===== src/rtl/scan_seq_fsm.sv =====
module scan_seq_fsm (
  input  logic clk,
  input  logic rst_n,
  input  logic scan_en,
  input  logic scan_di,
  input  logic tx_empty,
  input  logic rx_full,
  input  logic cr_match,
  output logic addr_clear,
  output logic tx_load,
  output logic tx_flag_clear,
  output logic rx_write,
  output logic rx_flag_clear,
  output logic tx_addr_inc,
  output logic rx_addr_inc,
  output logic addr_select,
  output logic scan_do
);

  localparam int NFF      = 5;
  localparam int B_WTX    = 0;
  localparam int B_CR1    = 1;
  localparam int B_WRX    = 2;
  localparam int B_WTX2   = 3;
  localparam int B_CR2    = 4;

  logic [NFF-1:0] st, nxt, d;
  logic in_start, in_wtx, in_cr1, in_wrx, in_wtx2, in_cr2;

  assign in_start = ~|st;
  assign in_wtx   = st[B_WTX];
  assign in_cr1   = st[B_CR1];
  assign in_wrx   = st[B_WRX];
  assign in_wtx2  = st[B_WTX2];
  assign in_cr2   = st[B_CR2];

  assign nxt[B_WTX]  = in_start | (in_wtx & ~tx_empty) | (in_cr1 & ~cr_match) | (in_cr2 & cr_match);
  assign nxt[B_CR1]  = in_wtx & tx_empty;
  assign nxt[B_WRX]  = (in_cr1 & cr_match) | (in_wrx & ~rx_full) | (in_cr2 & ~cr_match);
  assign nxt[B_WTX2] = (in_wrx & rx_full) | (in_wtx2 & ~tx_empty);
  assign nxt[B_CR2]  = in_wtx2 & tx_empty;

  for (genvar i = 0; i < NFF; i++) begin : g_cell
    if (i == 0) begin : g_head
      assign d[i] = scan_en ? scan_di : nxt[i];
    end else begin : g_link
      assign d[i] = scan_en ? st[i-1] : nxt[i];
    end
  end

  always_ff @(posedge clk) begin
    if (!rst_n) st <= '0;
    else        st <= d;
  end

  assign scan_do       = st[NFF-1];
  assign addr_clear    = in_start | (in_cr2 & cr_match);
  assign tx_load       = (in_wtx | in_wtx2) & tx_empty;
  assign tx_flag_clear = (in_wtx | in_wtx2) & tx_empty;
  assign rx_write      = in_wrx & rx_full;
  assign rx_flag_clear = in_wrx & rx_full;
  assign tx_addr_inc   = in_cr1 & ~cr_match;
  assign rx_addr_inc   = in_cr2 & ~cr_match;
  assign addr_select   = (in_wtx & tx_empty) | (in_cr1 & ~cr_match);

endmodule


===== config.mk =====
export PLATFORM = sky130hd
export DESIGN_NAME = scan_seq_fsm
export DESIGN_NICKNAME = d
export VERILOG_FILES = /design/src/rtl/scan_seq_fsm.sv
export SDC_FILE = /design/constraint.sdc
export NUM_CORES = 1
export LEC_CHECK = 0
export BUFFER_PORTS_ARGS = -buffer_cell sky130_fd_sc_hd__buf_2
export CAP_MARGIN = 20
export CORE_AREA = 2 2 39 41
export DETAILED_ROUTE_END_ITERATION = 8
export DIE_AREA = 0 0 41 43
export MAX_ROUTING_LAYER = met4
export PLACE_DENSITY = 0.52
export SLEW_MARGIN = 20
export SYNTH_ARGS = -nofsm -noshare
export SYNTH_HDL_FRONTEND = slang
export SYNTH_SLANG_ARGS = --single-unit

===== constraint.sdc =====
create_clock -name clk -period 1.5 [get_ports clk]
set_input_delay 0 -clock clk [delete_from_list [all_inputs] [get_ports clk]]
set_output_delay 0 -clock clk [all_outputs]
set_load 0.05 [all_outputs]

**Word-level counts from Yosys, hierarchy flattened**

Index checks and enable logic that the tools add are counted.

- Output and inout port bits: 9
- Bits of input ports: 7
- Register bits after elaboration: 5

- Bitwise logic cells: 23
- Mux-type cells: 5
- Reductions and logical operators: 2

Operator list:

| cell | number |
|---|---|
| 1-bit AND | 11 |
| 1-bit OR | 9 |
| 1-bit two-way mux | 5 |
| 5-bit OR reduction | 1 |
| 1-bit inverter | 3 |
| 1-bit logical NOT | 1 |

**Longest topological paths before layout**

- Word-level depth: 6
- Depth in mapped cells: 3

**Worst setup path before layout**

Ideal clock, no wire load.

- Path kind: flip-flop to flip-flop
- Start point: register st[1]
- End point: register st[0]
- Period minus slack after synthesis: 1,478 ps
- Stages on the path, launching flop included: 4
- Setup time: 81 ps
- Arrival: 1,398 ps
- Slack: 22 ps
- Buffers on the path: 0
- Data required time: 1,419 ps
- Path through: dfxtp_1 > nor2b_1 > a21oi_1 > a41oi_1

- Elaborated cells between the ends (all ways): 7

RTL lines:

| what | RTL line | source |
|---|---|---|
| start, declared | 27 | `logic [NFF-1:0] st, nxt, d;` |
| start signal, assigned | 52 | `if (!rst_n) st <= '0;` |
| start signal, assigned | 53 | `else st <= d;` |
| 1-bit AND | n/a |  |
| net tx_addr_inc | 14 | `output logic tx_addr_inc,` |
| 1-bit OR (2 in series) | 37 | `assign nxt[B_WTX] = in_start \| (in_wtx & ~tx_empty) \| (in_cr1 & ~cr_match) \| (in_cr2 & cr_match);` |
| 1-bit two-way mux | 45 | `assign d[i] = scan_en ? scan_di : nxt[i];` |

The timed path passes the listed nets, and every way through them passes these cells.
A chain may end at the register's enable or synchronous reset.

**Final worst setup path**

- Start point: register st[0]
- End point: output addr_clear

- Cells in the longest elaborated chain, start to end: 3

Ends and longest elaborated chain:

| what | RTL line | source |
|---|---|---|
| 5-bit OR reduction | 30 | `assign in_start = ~\|st;` |
| 1-bit logical NOT | 30 |  |
| 1-bit OR | 57 | `assign addr_clear = in_start \| (in_cr2 & cr_match);` |
| end, declared | 9 | `output logic addr_clear,` |

Every way passes these cells.

==> results.sh <==
export IMPL_ys_seq_elements=5
export IMPL_synth_largest_area_cell="dfxtp_1"
export IMPL_relSlewSlack_pct=83.5
export IMPL_synth_mux_area_fraction_pct=0
export IMPL_crit_path_start_kind="register"
export IMPL_power_frac_seq_pct=34.7
export IMPL_ys_warn_count=0
export IMPL_cp_cell_sequence="nor2_2 > or4b_1 > nand2_1 > buf_6"
export IMPL_final_common_cell="buf_2"
export IMPL_synthAdderAreaFrac_pct=0
export IMPL_status="finished, final reports clean"
export IMPL_period_share_pct=94.3
export IMPL_postPlaceCellArea_um2=342
export IMPL_layout_nets=57
export IMPL_setup_viol=0
export IMPL_synth_xor_area_share_pct=0
export IMPL_fin_worst_skew_ns=0.00757
export IMPL_cts_tree="done"
export IMPL_routabilityCongestion=0.689
export IMPL_grt_antenna_before_repair=0
export IMPL_leakage_nw=0.206
export IMPL_grtUsageTotal_pct=8.53
export IMPL_cts_htree_levels=1
export IMPL_cts_root_buf="clkbuf_4"
export IMPL_drc=0
export IMPL_fin_setup_tns_ns=0
export IMPL_layout_area_overhead_vs_synth_pct=43.1
export IMPL_cts_sinks=5
export IMPL_synth_area_um2=262
export IMPL_ios=16
export IMPL_internal_power_mw=0.278
export IMPL_cp_slowest_cell="or4b_1"
export IMPL_crit_required_ns=1.50
export IMPL_first_pass_iters=3
export IMPL_synth_area_top_cells="dfxtp_1, buf_4, nand2_1, nor2b_1, a21oi_1"
export IMPL_regMostFlops="st"
export IMPL_synth_top_family_by_area="simple AND/OR/NAND/NOR gates"
export IMPL_cp_max_fo=4
export IMPL_yosysSeqAreaShare_pct=38.3
export IMPL_hold_class="in -> reg"
export IMPL_path_buf_inv=1
export IMPL_finalHoldViolCount=0
export IMPL_dr_total_vias=290
export IMPL_p_sw_mw=0.146
export IMPL_grt_pass1_wl_um=862
export IMPL_tightestPinTransition_ns=0.249
export IMPL_largest_register_ffs=5
export IMPL_grt_use_met3_pct=4.71
export IMPL_cpLargestDelayFamily="simple AND/OR/NAND/NOR gates"
export IMPL_cp_data_arrival_time_ns=1.42
export IMPL_syn_inst=32
export IMPL_dp_cells=61
export IMPL_die_h_um=43
export IMPL_top_usage_layer="met4"
export IMPL_grt_max_degree=6
export IMPL_drv_cap=0
export IMPL_drive_gt1_share_pct=42.9
export IMPL_post_layout_nonfiller_instances=65
export IMPL_swShare_pct=34.5
export IMPL_clk_latency_ns=0.25
export IMPL_path_class="reg -> out"
export IMPL_core_um2=1380
export IMPL_num_rows=14
export IMPL_power_density_nw_per_um2=1130
export IMPL_cp_end_kind="output port"
export IMPL_fin_area_um2=374
export IMPL_syn_area_per_cell_um2=8.17
export IMPL_postCtsHoldBufs=0
export IMPL_diodes=0
export IMPL_dp_hpwl_um=491
export IMPL_drt_wl_total_um=603
export IMPL_grt_setup_unrepaired="no"
export IMPL_drv_slew=0
export IMPL_dieWidth_um=41
export IMPL_top_regs="st: 5 flops"
export IMPL_synth_distinct_cells=20
export IMPL_hold_depth=2
export IMPL_path_clk_slew_ns=0.05
export IMPL_cts_setup_buffers=0
export IMPL_ant_nets=0
export IMPL_final_cell_mix="buf_2, dfxtp_1, nand2_1, clkbuf_4"
export IMPL_wl_per_cell_um=9.28
export IMPL_grt_overflow=0
export IMPL_r2r_cells=3
export IMPL_port_buffer_count=15
export IMPL_p_comb_share_pct=26.7
export IMPL_synth_top_area_share_pct=38.3
export IMPL_grt_util_met2_pct=9.38
export IMPL_initial_core_util_pct=18.9
export IMPL_syn_nets=39
export IMPL_fmax_mhz=707
export IMPL_synth_compound_area_share_pct=21.1
export IMPL_final_min_clock_period_ns=1.42
export IMPL_cts_inserted_buffers=3
export IMPL_dieArea_um2=1760
export IMPL_dr_first_iter_drc_count=2
export IMPL_clkPwrFrac_pct=38.6
export IMPL_synthSimpleGateAreaFrac_pct=32.1
export IMPL_first_global_vias=220
export IMPL_gr_usage_met1_pct=8.33
export IMPL_clockBufferDepth=2
export IMPL_slowest_delay_ns=0.47
export IMPL_cts_resized=0
export IMPL_peakVddDrop_mv=0.300
export IMPL_via_per_inst=4.46
export IMPL_path_depth=4
[through the flow]
stage	total power, mW	setup slack, ns	hold slack, ns	util, %
final	0.424	0.0849	0.0315	27.0
after global routing	0.444	0.00125	0.0352	27.0
after CTS	0.422	0.000905	0.0297	26.6
after detailed placement	0.257	0.269	0.289	24.7
after global placement	0.257	0.297	0.284	24.7
after floorplan	0.231	0.0215	0.133	-
[worst paths after layout]
path / startpoint / end / slack, ns
max reg2reg: st[0]$_SDFF_PN0_ / st[0]$_SDFF_PN0_ / 0.29
max: st[0]$_SDFF_PN0_ / addr_clear / 0.08
min reg2reg: st[3]$_SDFF_PN0_ / st[4]$_SDFF_PN0_ / 0.51
min: rst_n / st[2]$_SDFF_PN0_ / 0.03
[power groups by stage]
stage / Sequential, mW / Clock [mW] / Combinational, mW
after global routing: 0.148 / 0.175 / 0.121
after global placement: 0.149 / 0 / 0.107
after CTS: 0.147 / 0.167 / 0.108
final: 0.147 / 0.163 / 0.113
after floorplan: 0.149 / 0 / 0.0816
after detailed placement: 0.150 / 0 / 0.108
[routing by layer]
| metal | routed length, µm | part of all wire [%] |
|---|---|---|
| met3 | 53 | 8.8 |
| met2 | 246 | 41 |
| met4 | 35 | 5.8 |
| met5 | 0 | 0 |
| met1 | 268 | 44 |
[synthesized netlist by cell type]
master / n
a21boi_0: 1
a21o_2: 1
a21oi_1: 2
or4b_1: 1
o21ai_0: 2
dfxtp_1: 5
and2_1: 1
inv_1: 2
nor2_1: 1
nand2b_1: 1
buf_4: 2
a41oi_1: 1
and3_2: 1
nand3_1: 1
o211a_1: 1
and3_1: 1
nor3_1: 1
nor2b_1: 2
nand2_1: 4
nor2_2: 1
[kinds of logic (layout without fill, tap and decap cells)]
family / after synthesis / after routing
simple gates: 15 / 15
buf+inv: 4 / 21
flops: 5 / 5
compound gates: 8 / 8
[worst reg2reg max path, cell delays in order (launching register included)]
cell	delay, ns
dfxtp_1	0.33
nor2_2	0.12
or4b_1	0.47
a41oi_1	0.21
[final cells by class]
cell class                      count  area (µm²)
Timing Repair Buffer               15        81.3
Multi-Input combinational cell     23         139
Fill cell                         157        1010
Clock buffer                        4        26.3
Inverter                            2        7.51
Sequential cell                     5         100
Tap cell                           16        20.0
No activity file was read; power rests on OpenSTA's default activity.
